## src/rtl/lsu_pkg.sv

```systemverilog
package lsu_pkg;

    localparam int DW    = 32;
    localparam int LANES = DW / 8;

    typedef enum logic [2:0] {
        OP_LW   = 3'd0,
        OP_LH   = 3'd1,
        OP_LBU  = 3'd2,
        OP_LBS  = 3'd3,
        OP_SW   = 3'd4,
        OP_SH   = 3'd5,
        OP_SB   = 3'd6,
        OP_NONE = 3'd7
    } lsu_op_e;

    typedef struct packed {
        logic          load;
        logic          wb;
        lsu_op_e       op;
        logic [1:0]    lane;
        logic [DW-1:0] addr;
    } lsu_rsp_t;

    function automatic logic is_store(lsu_op_e op);
        return (op == OP_SW) || (op == OP_SH) || (op == OP_SB);
    endfunction

    function automatic logic is_load(lsu_op_e op);
        return !op[2];
    endfunction

endpackage

```

## src/rtl/lsu_agen.sv

```systemverilog
module lsu_agen
    import lsu_pkg::*;
#(
    parameter int OFS_W = 12
) (
    input  logic [DW-1:0]    base,
    input  logic [OFS_W-1:0] ofs,
    output logic [DW-1:0]    addr
);
    localparam int PAD = DW - OFS_W;

    logic [DW-1:0] ofs_ext;

    always_comb begin
        ofs_ext = {{PAD{ofs[OFS_W-1]}}, ofs};
        addr    = base + ofs_ext;
    end
endmodule

```

## src/rtl/lsu_store_fmt.sv

```systemverilog
module lsu_store_fmt
    import lsu_pkg::*;
(
    input  lsu_op_e          op,
    input  logic [1:0]       lane,
    input  logic [DW-1:0]    src,
    output logic [LANES-1:0] we,
    output logic [DW-1:0]    wdata
);
    for (genvar i = 0; i < LANES; i++) begin : g_lane
        always_comb begin
            unique case (op)
                OP_SW:   we[i] = 1'b1;
                OP_SH:   we[i] = ((i / 2) == int'(lane[1]));
                OP_SB:   we[i] = (i == int'(lane));
                default: we[i] = 1'b0;
            endcase
        end
    end

    always_comb begin
        unique case (op)
            OP_SH:   wdata = {2{src[15:0]}};
            OP_SB:   wdata = {LANES{src[7:0]}};
            default: wdata = src;
        endcase
    end
endmodule

```

## src/rtl/lsu_load_ext.sv

```systemverilog
module lsu_load_ext
    import lsu_pkg::*;
(
    input  lsu_op_e       op,
    input  logic [1:0]    lane,
    input  logic [DW-1:0] rdata,
    output logic [DW-1:0] data
);
    logic [7:0]  byte_sel;
    logic [15:0] half_sel;

    always_comb begin
        byte_sel = rdata[8*lane +: 8];
        half_sel = lane[1] ? rdata[31:16] : rdata[15:0];
        unique case (op)
            OP_LH:   data = {16'd0, half_sel};
            OP_LBU:  data = {24'd0, byte_sel};
            OP_LBS:  data = {{24{byte_sel[7]}}, byte_sel};
            default: data = rdata;
        endcase
    end
endmodule

```

## src/rtl/lsu_unit.sv

```systemverilog
module lsu_unit
    import lsu_pkg::*;
#(
    parameter int ADDR_W = 10,
    parameter int OFS_W  = 12
) (
    input  logic              clk,
    input  logic              rst,
    input  logic              req_valid,
    input  logic [2:0]        req_op,
    input  logic [31:0]       base_in,
    input  logic [OFS_W-1:0]  ofs_in,
    input  logic              wb_en,
    input  logic [31:0]       st_data,
    output logic              mem_en,
    output logic [ADDR_W-1:0] mem_addr,
    output logic [3:0]        mem_we,
    output logic [31:0]       mem_wdata,
    input  logic [31:0]       mem_rdata,
    output logic              ld_valid,
    output logic [31:0]       ld_data,
    output logic              base_we,
    output logic [31:0]       base_out
);
    localparam int WORD_LSB = $clog2(LANES);

    lsu_op_e          op;
    logic             active;
    logic [DW-1:0]    addr;
    logic [LANES-1:0] fmt_we;
    lsu_rsp_t         rsp_q;

    assign op     = lsu_op_e'(req_op);
    assign active = req_valid && (op != OP_NONE);

    lsu_agen #(.OFS_W(OFS_W)) u_agen (
        .base (base_in),
        .ofs  (ofs_in),
        .addr (addr)
    );

    lsu_store_fmt u_sfmt (
        .op    (op),
        .lane  (addr[1:0]),
        .src   (st_data),
        .we    (fmt_we),
        .wdata (mem_wdata)
    );

    assign mem_en   = active;
    assign mem_addr = addr[ADDR_W+WORD_LSB-1:WORD_LSB];
    assign mem_we   = (active && is_store(op)) ? fmt_we : '0;

    always_ff @(posedge clk) begin
        if (rst) begin
            rsp_q <= '0;
        end else begin
            rsp_q.load <= active && is_load(op);
            rsp_q.wb   <= active && wb_en;
            rsp_q.op   <= op;
            rsp_q.lane <= addr[1:0];
            rsp_q.addr <= addr;
        end
    end

    lsu_load_ext u_lext (
        .op    (rsp_q.op),
        .lane  (rsp_q.lane),
        .rdata (mem_rdata),
        .data  (ld_data)
    );

    assign ld_valid = rsp_q.load;
    assign base_we  = rsp_q.wb;
    assign base_out = rsp_q.addr;
endmodule

```

## config.mk

```make
export PLATFORM = sky130hd
export DESIGN_NAME = lsu_unit
export DESIGN_NICKNAME = d
export VERILOG_FILES = /design/src/rtl/lsu_pkg.sv /design/src/rtl/lsu_agen.sv /design/src/rtl/lsu_store_fmt.sv /design/src/rtl/lsu_load_ext.sv /design/src/rtl/lsu_unit.sv
export SDC_FILE = /design/constraint.sdc
export NUM_CORES = 1
export LEC_CHECK = 0
export ABC_CLOCK_PERIOD_IN_PS = 3900
export BUFFER_PORTS_ARGS = -buffer_cell sky130_fd_sc_hd__buf_2
export CAP_MARGIN = 20
export CORE_UTILIZATION = 46
export CTS_CLUSTER_DIAMETER = 120
export DETAILED_ROUTE_END_ITERATION = 6
export PLACE_DENSITY_LB_ADDON = 0.3
export REMOVE_ABC_BUFFERS = 1
export SYNTH_ARGS = -nofsm -noshare
export SYNTH_HDL_FRONTEND = slang
export SYNTH_HIERARCHICAL = 1
export SYNTH_SLANG_ARGS = --single-unit
export TNS_END_PERCENT = 1
```

## constraint.sdc

```tcl
create_clock -name clk -period 3.9 [get_ports clk]
set_input_delay 0.78 -clock clk [delete_from_list [all_inputs] [get_ports clk]]
set_output_delay 0.78 -clock clk [all_outputs]
set_load 0.1 [all_outputs]
```

======== Word-level counts from Yosys, hierarchy flattened ========
Index checks and enable logic that the tools add are counted.
storage, ports and cells
  bits in registers ....................... 39
  bits of input ports ..................... 115
  word-level logic and storage cells ...... 34
operators by class
  add/sub/neg operators ................... 1
  equal/unequal tests ..................... 10
  shifts and indexed selects .............. 1
  multiplexer cells ....................... 8
  bitwise operators ....................... 1
  reductions and logical operators ........ 8
operator list
  cell                                                 count
  case mux 32 bit (3 select lines)                     1
  case mux 32 bit (2 select lines)                     1
  adder 32 bit                                         1
  variable part select 32 x 6 -> 8 bit                 1
  2-to-1 mux 16 bit                                    1
  case mux 1 bit (3 select lines)                      4
  equality test 3 bit, second input constant           3
  equality test 3 x 2 -> 1 bit, second input constant  2
  equality test 2 bit, first input constant            2
  logical AND 1 bit                                    4
  2-to-1 mux 4 bit                                     1
  equality test 3 x 1 -> 1 bit, second input constant  1
  inequality test 3 bit, second input constant         1
  equality test 1 x 2 -> 1 bit, first input constant   1
  logical NOT 2 bit                                    1
  logical OR 1 bit                                     2
  logical NOT 1 bit                                    1
  inverter 1 bit                                       1

======== Longest topological paths before layout ========
Gate-level depths: netlist (run 1).
  depth in word-level cells ............... 5
  gate-level depth with buffers ........... 10
  gate-level depth less buffers ........... 10

======== Hierarchy ========
Netlist (run 1), hierarchy kept.
by module, submodules not included
  module         times used  cells each  area each (sq um)
  lsu_agen       1           241         1,744.2
  lsu_unit       1           117         1,313.8
  lsu_load_ext   1           109         666.9
  lsu_store_fmt  1           59          520.5

======== Worst setup path before layout (run 1) ========
OpenSTA, ideal clock, no wires.
  kind .................................... input to output
  start ................................... in base_in[0]
  end ..................................... out mem_we[3]
  data arrival time ....................... 4,019 ps
  data required time ...................... 3,120 ps
  setup slack ............................. -899 ps
  cell stages on the path ................. 5
  cells stage by stage .................... ha_1 fa_1 a21boi_0 o21a_1 nor3b_1
on the way
  word-level cells in the longest chain between the ends .. 4
RTL lines
  element                            line                 source
  from (decl)                        lsu_unit.sv:11       input logic [31:0] base_in,
  adder 32 bit *                     lsu_agen.sv:16       addr = base + ofs_ext;
  net addr[1]                        lsu_unit.sv:29       logic [DW-1:0] addr;
  equality test 1 x 2 -> 1 bit       lsu_store_fmt.sv:15  OP_SB: we[i] = (i == int'(lane));
  case mux 1 bit (3 select lines) *  lsu_store_fmt.sv:12  unique case (op)
  net fmt_we[3]                      lsu_unit.sv:30       logic [LANES-1:0] fmt_we;
  2-to-1 mux 4 bit *                 lsu_unit.sv:52       assign mem_we = (active && is_store(op)) ? fmt_we : '0;
  to (decl)                          lsu_unit.sv:17       output logic [3:0] mem_we,
The timed path passes the listed nets; every way through them passes the cells marked *.

======== Worst setup path after layout (run 1) ========
  start ................................... in base_in[0]
  end ..................................... out mem_addr[8]
on the way
  word-level cells in the longest chain between the ends .. 1
RTL lines
  element       line            source
  adder 32 bit  lsu_agen.sv:16
  to (decl)     lsu_unit.sv:16  output logic [ADDR_W-1:0] mem_addr,
Every way passes these cells.

==> results of run 1 <==
[final timing paths]
kind / end / cells past startpoint / from / slack (ns)
worst max-delay path: mem_addr[8] / 11 / base_in[0] / 0.1
worst min-delay path: ld_valid$_SDFF_PP0_ / 2 / req_valid / 0.82
[state kept, by name, summed over array words and instances (netlist names)]
name / count
base_out: 31
base_we: 1
ld_valid: 1
rsp_q: 4
[what timing repair did]
action / in CTS / in global routing
endpoints found under the setup margin: 0 / 1
gates resized for setup: 0 / 2
buffers inserted: 0 / 0
hold buffers: 0 / 0
[logic make-up (layout without fill, tap and decap cells)]
family / after synthesis / in the layout / share of synthesized area (%)
and+or+nand+nor: 196 / 196 / 24.55
AOI/OAI and AO/OA: 134 / 134 / 23.99
buffers and inverters: 73 / 247 / 11.55
DFF: 37 / 37 / 17.45
adders and majority gates: 32 / 32 / 9.608
xor gates and xnor gates: 28 / 28 / 5.777
muxes: 26 / 26 / 7.073
other: 0 / 3 / 0
[worst max-delay path, delay by kind of cell]
kind	cells	cell delay, ns
AO/OA/AOI/OAI	6	1.14
adder cells (fa/ha/maj)	2	0.63
buffers and inverters	2	0.31
XOR/XNOR	1	0.16
[cells in the final DEF (no fill, tap or decap), types with 14 or more instances in the layout]
| cell type | n |
|---|---|
| nor2_1 | 22 |
| nor2b_1 | 32 |
| nand2_1 | 68 |
| xor2_1 | 15 |
| buf_2 | 224 |
| nand4_1 | 16 |
| a21o_1 | 20 |
| ha_1 | 31 |
| dfxtp_1 | 37 |
| mux2_2 | 14 |
| a21oi_1 | 30 |
| o21ai_0 | 15 |
[through the flow]
stage / TNS (ns) / hold WS, ns / setup slack, ns / area (sq um) / power [mW]
3_5_place_dp: 0 / 1.116 / 0.08229 / 5135 / 2.116
6_report: 0 / 0.8240 / 0.09775 / 5236 / 2.383
3_3_place_gp: 0 / 1.090 / 0.08952 / 5135 / 2.103
2_1_floorplan: -4.762 / 0.8488 / -0.8988 / 3781 / 1.758
4_1_cts: 0 / 0.8087 / 0.08138 / 5218 / 2.385
5_1_grt: -0.03503 / 0.8056 / -0.03503 / 5236 / 2.477
[metal layers]
| metal | up-vias | GRT usage, % |
|---|---|---|
| met4 | 6 | 9.907 |
| li1 | 2218 | - |
| met5 | - | 0 |
| met3 | 26 | 5.082 |
| met1 | 2091 | 30.35 |
| met2 | 185 | 51.52 |
[cell type report]
cell class,count,area [sq um]
multi-input cells,416,3025
flip-flops and latches,37,740.7
clock buffers,6,72.57
fillers,829,3612
inverters,7,26.28
well taps,108,135.1
repair buffers,232,1219
clock inverters,2,10.01
diodes,3,7.507
[where the power goes]
| group | internal (mW) | switching [mW] | total (mW) |
|---|---|---|---|
| Sequential | 0.426 | 0.0210 | 0.447 |
| Combinational | 0.373 | 1.30 | 1.67 |
| Clock | 0.124 | 0.142 | 0.266 |
| Total | 0.923 | 1.46 | 2.38 |
==> summary.md, run 1 <==
| Metric | Value |
|---|---|
| Vias in the first global route | 4,253 |
| Die footprint | between 0.009 and 0.01 sq mm |
| Chip height | 98.07 microns |
| # DRC | 18 |
| Failing checks | design-rule violations |
| WL met3 | 907 microns |
| Mapped Area | about 0.0042 sq mm |
| Synth Register Bits | 37 |
| Endpoint class of the critical path | output pin |
| Top_reg_cell synth | dfxtp_1 |
| Distinct cells, synth | 69 |
| Via Count | 4,526 |
| Root buffer selected by CTS | clkbuf_8 |
| RePlAce Congestion | 0.9854 |
| Leakage | between 2 and 3 nW |
| First-pass GRT wire length | 20,870 microns |
| CP peak stage delay | ~0.40 ns |
| Starting Density | 47.98% |
| Post-route minimum period | ~3.8 ns |
| Post-Syn Instances | approximately 530 |
| Crit-path slowest cell | fa_1 |
| Post-Layout Cell Count | ~810 |
| Metal-1 WL | about 5300 microns |
| Number of flops mapped to enable cells by yosys | 0 |
| Std-Cell Rows | 34 |
| Drt total wl | 13,620 microns |
| WL met2 | 7055 microns |
| DP HPWL | roughly 11,000 microns |
| Die width | around 100 microns |
| Initial DRC Count | approximately 200 |
| CP Launch Type | input pin |
| Grt ovf | 0 |
| Pwr per Cell Area | approximately 460 mW/mm^2 |
| Final Util | 59.18% |
| Slew @ Worst Pin | between 0.6 and 0.7 ns |
| Post-synthesis average cell area | slightly above 8 sq um |
| CTS max path bufs | 2 |
| Final Max Tran Viols | 0 |
| Sequential-to-total area share from yosys stat | 17.45% |
| I/O pins | 228 |
| CTS buffer count | 5 |
| Top sig layer | met5 |
| CTS tree | done |
| Crit path cell chain | buf_2 > ha_1 > fa_1 > a21o_1 > a31o_2 > a21o_1 > a21oi_1 > o21bai_1 > a21oi_2 > xnor2_2 > buf_12 |
| Share of cells above drive strength 1 | 39.43% |
| Peak Freq | 263.0 MHz |
| CP Max Fanout | 4 |
| Clock Sinks | 37 |
| Finish-stage setup viols | 0 |
| Yosys warns | 6 |
| Via/cell ratio | 5.581 |
| FFs w/ async S/R, synth | 0% |
| Slew headroom | 54.31% |
| Critical path type | in -> out |
| Yosys top cell area share | 17.45% |
| Hold Path Class | in -> reg |
| Req. time, crit path | 3.12 ns |
| Cell with the most instances after synthesis | nand2_1 |
| Layout area overhead | 23.34% |
| Largest net degree at the start of global routing | 38 |
| H-tree levels | 2 |
| Top post-synthesis cells by area | dfxtp_1, ha_1, buf_4 |
| Gr usage total | a little over a quarter |
| ANT nets after route | 0 |
| Initial antenna violation count | 6 |
| Number of iterations in the first detailed-routing pass | 7 |
| Top cells by count, synth | nand2_1, buf_4, dfxtp_1, nor2b_1 |
| IO Port Bufs | 227 |
| Final Cycle Share | 97.49% |
| Avg WL per Cell | 16.79 microns |
| Nets | 846 |
| Max Cap Violations | 0 |
| Fin. Hold Viols | 0 |
| Reg clk slew, reported paths | 0.07 ns |
| Post-placement cell count | 800 |
| Core area | 0.008848 sq mm |
| Maximum VDD drop | 472.3 uV |
| Synth area leader | dfxtp_1 |
| Top cell by count, worst path | a21o_1 |
| Status | finished, violations left |
| CP arrival | between 3 and 4 ns |
Power figures use the tool's default switching activity.
==> inputs of run 2 (changes only) <==
CORE_ASPECT_RATIO = 0.7   (was unset)
==> summary.md, run 2 (synthesis gave the netlist of run 1 again) <==
| Metric | Value |
|---|---|
| Starting Density | 48.86% (+0.88 points) |
| Layout area overhead | 24.93% |
| Clock Sinks | 37 (unchanged) |
| Max reg flops | 31 (unchanged) |
| Via/cell ratio | 5.593 (+0.22%) |
| Gr usage total | 26.51% (-0.85 points) |
| Reg clk slew, reported paths | 0.06 ns (about the same) |
| CP arrival | 2.97 ns (-0.05 ns) |
| Grt ovf | 0 (unchanged) |
| Final Max Tran Viols | 0 (unchanged) |
| DP HPWL | 10,690 microns (-4.7%) |
| Crit path cell chain | buf_2 > ha_1 > fa_2 > a21o_1 > a31o_2 > a21o_1 > a21oi_2 > o21bai_1 > a21oi_2 > xnor2_2 > buf_12 |
| H-tree levels | 2 (unchanged) |
| Initial DRC Count | 204 (+2.5%) |
| Hold-fix buffers, CTS | 0 (unchanged) |
| Core area | 0.008688 sq mm (-1.8%) |
| Share of cells above drive strength 1 | 39.74% (+0.31 points) |
| Critical path buffers and inverters | 2 (unchanged) |
| Pwr Total | 2.540 mW (+6.6%) |
| Peak Freq | 266.4 MHz (+1.3%) |
| Slew @ Worst Pin | 0.9570 ns (+0.2716 ns) |
| CP Launch Type | input pin |
| Nets | 843 (-0.35%) |
| Req. time, crit path | 3.12 ns (about the same) |
| I/O pins | 228 (unchanged) |
| Fin. Hold Viols | 0 (unchanged) |
| Largest net degree at the start of global routing | 38 (unchanged) |
| Leakage | 2.719 nW (+0.36%) |
| Crit-path slowest cell | fa_2 |
| Cell area after layout | 0.005304 sq mm (+1.3%) |
| # DRC | 0 (-18) |
| Slew headroom | 35.29% (-19 points) |
| Total Neg Setup Slack | 0 ns (unchanged) |
| CP peak stage delay | 0.36 ns (-0.04 ns) |
| Crit path max-delay family | compound AO/OA/AOI/OAI gates |
| Max Cap Violations | 0 (unchanged) |
| Critical path type | in -> out |
| CP Max Fanout | 4 (unchanged) |
| Via Count | 4,575 (+1.1%) |
| Hold Path Class | in -> reg |
| Initial antenna violation count | 1 (-5) |
| Status | finished clean |
| Most frequent cells in the layout | buf_2, nand2_1, dfxtp_1 |
| Chip height | 82.38 microns (-16%) |
| Maximum VDD drop | 314.6 uV (-33%) |
| RSZ-0062 raised after global routing | no |
| Drt total wl | 13,370 microns (-1.9%) |
| First-pass GRT wire length | 19,980 microns (-4.3%) |
| CTS buffer count | 5 (unchanged) |
| Post-route minimum period | 3.754 ns (-0.04868 ns) |
| Number of iterations in the first detailed-routing pass | 5 (-2) |
| Vias in the first global route | 4,189 (-1.5%) |
| CTS tree | done |
| Die width | 116.8 microns (+19%) |
| Pwr per Cell Area | 478.9 mW/mm^2 (+5.2%) |
| IO Port Bufs | 227 (unchanged) |
| ANT nets after route | 0 (unchanged) |
| Root buffer selected by CTS | clkbuf_16 |
| Most common cell after layout, fill and taps aside | buf_2 |
| Endpoint class of the critical path | output pin |
| RePlAce Congestion | 0.8953 (-9.1%) |
| Die footprint | 0.009623 sq mm (about the same) |
| Avg WL per Cell | 16.34 microns (-2.7%) |
| DP Area | 0.005134 sq mm (about the same) |
| Std-Cell Rows | 28 (-18%) |
| Final Cycle Share | 96.25% (-1.2 points) |
| Finish-stage setup viols | 0 (unchanged) |
| CTS max path bufs | 2 (unchanged) |
[run 2: final timing paths]
kind | startpoint | endpoint | slack (ns) | depth (start not counted)
setup / recovery | base_in[0] | mem_addr[8] | 0.15 | 11
hold / removal | wb_en | base_we$_SDFF_PP0_ | 0.78 | 2
[run 2: per-stage QoR]
stage | utilization [%] | hold slack (ns) | std cells | setup slack [ns]
final | 61.05 | 0.7810 | 818 | 0.1464
after global routing | 61.05 | 0.7776 | 818 | 0.03567
after CTS | 60.82 | 0.7823 | 817 | 0.03635
after detailed placement | 59.09 | 1.074 | 809 | 0.06200
after global placement | 59.09 | 1.067 | 809 | 0.07808
after floorplan | - | 0.8488 | 460 | -0.8988
[run 2: layer usage]
layer / wire, microns / vias up / global-route usage, %
li1: - / 2210 / -
met1: 5931 / 2105 / 32.47
met2: 6210 / 237 / 46.86
met3: 1007 / 23 / 5.620
met4: 218 / 0 / 8.101
met5: 0 / - / 0
[run 2: timing repair]
item	in CTS	in global routing
endpoints found under the setup margin	0	1
buffers inserted	0	0
endpoints found under the hold margin	0	0
resized for setup	0	4
[run 2: area by class of cell]
type / instances / area (sq um)
Fill cell: 810 / 3385
Multi-Input combinational cell: 416 / 3038
Timing Repair Buffer: 229 / 1196
Sequential cell: 37 / 740.7
Tap cell: 120 / 150.1
Clock buffer: 5 / 125.1
Inverter: 7 / 26.28
Clock inverter: 3 / 25.02
Antenna cell: 1 / 2.502
[run 2: power by group]
part | switching, mW | internal, mW | leakage, nW | total, mW
Sequential | 0.0204 | 0.426 | 0.308 | 0.447
Combinational | 1.30 | 0.372 | 2.34 | 1.67
Clock | 0.183 | 0.241 | 0.0704 | 0.423
Total | 1.50 | 1.04 | 2.72 | 2.54
==> inputs of run 3 (changes only) <==
PLACE_DENSITY = 0.82   (was unset)
PLACE_DENSITY_LB_ADDON = unset   (was 0.3)
==> summary.md, run 3 (synthesis gave the netlist of run 1 again) <==
| Metric | Value |
|---|---|
| Status | finished clean |
| # diodes | 0 (-1) |
| Max reg flops | 31 (unchanged) |
| Worst Hold Depth | 2 (unchanged) |
| Nets | 846 (+0.36%) |
| CP Launch Type | input pin |
| Gr usage total | 26.37% (-0.14 points) |
| Crit-path slowest cell | fa_2 |
| Core area | 0.008688 sq mm (unchanged) |
| Critical path type | in -> out |
| Die footprint | 0.009623 sq mm (unchanged) |
| Avg WL per Cell | 16.26 microns (-0.51%) |
| Maximum VDD drop | 253.4 uV (-19%) |
| Reg power frac | 17.2% (-0.4 points) |
| Critical path buffers and inverters | 2 (unchanged) |
| # DRC | 0 (unchanged) |
| Final Cycle Share | 97.40% (+1.2 points) |
| PostCTS Resize Cnt | 0 (unchanged) |
| Most common cell after layout, fill and taps aside | buf_2 |
| Logic pwr share | 64.6% (-1.2 points) |
| Reg clk slew, reported paths | 0.06 ns (about the same) |
| Pwr per Cell Area | 485.0 mW/mm^2 (+1.3%) |
| RePlAce Congestion | 0.9834 (+9.8%) |
| Starting Density | 48.86% (unchanged) |
| Postcts setup bufs | 0 (unchanged) |
| Total Neg Setup Slack | 0 ns (unchanged) |
| Via Count | 4,592 (+0.37%) |
| CP Max Fanout | 4 (unchanged) |
| CTS buffer count | 5 (unchanged) |
| DP Area | 0.005165 sq mm (+0.61%) |
| CP arrival | 3.02 ns (+0.05 ns) |
| Post-Layout Cell Count | 820 (+0.24%) |
| Die width | 116.8 microns (unchanged) |
| Root buffer selected by CTS | clkbuf_16 |
| Std-Cell Rows | 28 (unchanged) |
| Max Cap Violations | 0 (unchanged) |
| Endpoint class of the critical path | output pin |
| ANT nets after route | 0 (unchanged) |
| Net switching power | 1.473 mW (-1.9%) |
| Leakage | 2.751 nW (+1.2%) |
| Drt total wl | 13,330 microns (-0.27%) |
| Slew headroom | 34.05% (-1.2 points) |
| Finish-stage setup viols | 0 (unchanged) |
| Slew @ Worst Pin | 0.9759 ns (+0.01890 ns) |
| Vias in the first global route | 4,038 (-3.6%) |
| Post-route minimum period | 3.799 ns (+0.04505 ns) |
| I/O pins | 228 (unchanged) |
| CTS max path bufs | 2 (unchanged) |
| Top cell by count, worst path | a21o_1 |
| Clock Sinks | 37 (unchanged) |
| Post-placement cell count | 812 (+0.37%) |
| Chip height | 82.38 microns (unchanged) |
| Initial DRC Count | 239 (+17%) |
| IO Port Bufs | 227 (unchanged) |
| RSZ-0062 raised after global routing | no |
| Hold-fix buffers, CTS | 0 (unchanged) |
| Req. time, crit path | 3.12 ns (about the same) |
| Via/cell ratio | 5.600 (+0.13%) |
| Share of cells above drive strength 1 | 39.57% (-0.17 points) |
| CTS tree | done |
| CP peak stage delay | 0.36 ns (about the same) |
| Layout area overhead | 26.05% |
| Initial antenna violation count | 1 (unchanged) |
| Hold EP | base_we$_SDFF_PP0_ |
| Cell area after layout | 0.005351 sq mm (+0.90%) |
| Final Max Tran Viols | 0 (unchanged) |
| Grt ovf | 0 (unchanged) |
| Fin. Hold Viols | 0 (unchanged) |
| Pint | 1.122 mW (+8.0%) |
| Hold Path Class | in -> reg |
| Most frequent cells in the layout | buf_2, nand2_1, dfxtp_1 |
| Crit path max-delay family | compound AO/OA/AOI/OAI gates |
| Peak Freq | 263.3 MHz (-1.2%) |
| Clock share of power | 18.2% (+1.5 points) |
| Crit path cell chain | buf_2 > ha_1 > fa_2 > a21o_1 > a31o_2 > a21o_1 > a21oi_1 > o21bai_1 > a21oi_2 > xnor2_2 > buf_12 |
| H-tree levels | 2 (unchanged) |
| First-pass GRT wire length | 19,730 microns (-1.2%) |
| Net Sw Frac | 56.75% (-2.3 points) |
| Number of iterations in the first detailed-routing pass | 6 (+1) |
| Hold_ws | 0.7903 ns (+0.009325 ns) |
| DP HPWL | 10,730 microns (+0.35%) |
| Largest net degree at the start of global routing | 38 (unchanged) |
| Hold Startpoint | wb_en |
==> run 3: cell count changes in the layout (fill, tap and decap cells not counted), sizes merged <==
cell	before	now
buf	229	232
clkbuf	5	7
bufinv	0	1
clkinv	1	0
clkinvlp	1	0
diode	1	0
inv	8	7
==> run 3: final cells by class <==
type                       count  area (sq um)
fill                         797          3337
multi-input combinational    416          3028
timing repair buffer         232          1234
sequential                    37         740.7
tap                          120         150.1
clock buffer                   7         142.6
clock inverter                 1         30.03
inverter                       7         26.28
==> run 3: worst max-delay path by stage <==
stage / startpoint / end / cells past startpoint / slack [ns]
finish: base_in[0] / mem_addr[8] / 11 / 0.10
global route: base_in[0] / mem_addr[8] / 11 / 0.03
CTS: base_in[0] / mem_addr[8] / 11 / 0.03
detailed placement: base_in[0] / mem_addr[8] / 11 / 0.05
global placement: base_in[0] / mem_addr[8] / 11 / 0.06
floorplan: base_in[0] / mem_we[3] / 5 / -0.90
==> run 3: layer usage <==
layer / wire length [microns] / global-route usage [%]
met5: 16 / 0
met4: 199 / 7.342
met3: 1024 / 3.212
met2: 6263 / 45.62
met1: 5827 / 34.75
==> run 3: metrics by stage <==
stage / power [mW] / util (%) / setup WS [ns]
finish: 2.595 / 61.59 / 0.1014
global route: 2.692 / 61.59 / 0.03417
CTS: 2.595 / 61.43 / 0.03273
detailed placement: 2.117 / 59.45 / 0.04971
global placement: 2.101 / 59.45 / 0.06226
floorplan: 1.758 / - / -0.8988
==> run 3: power by group through the flow <==
| stage | registers (mW) | clock network, mW | logic, mW |
|---|---|---|---|
| 2_1_floorplan | 0.797 | 0 | 0.962 |
| 4_1_cts | 0.448 | 0.480 | 1.67 |
| 6_report | 0.447 | 0.472 | 1.68 |
| 5_1_grt | 0.452 | 0.498 | 1.74 |
| 3_5_place_dp | 0.456 | 0 | 1.66 |
| 3_3_place_gp | 0.455 | 0 | 1.65 |
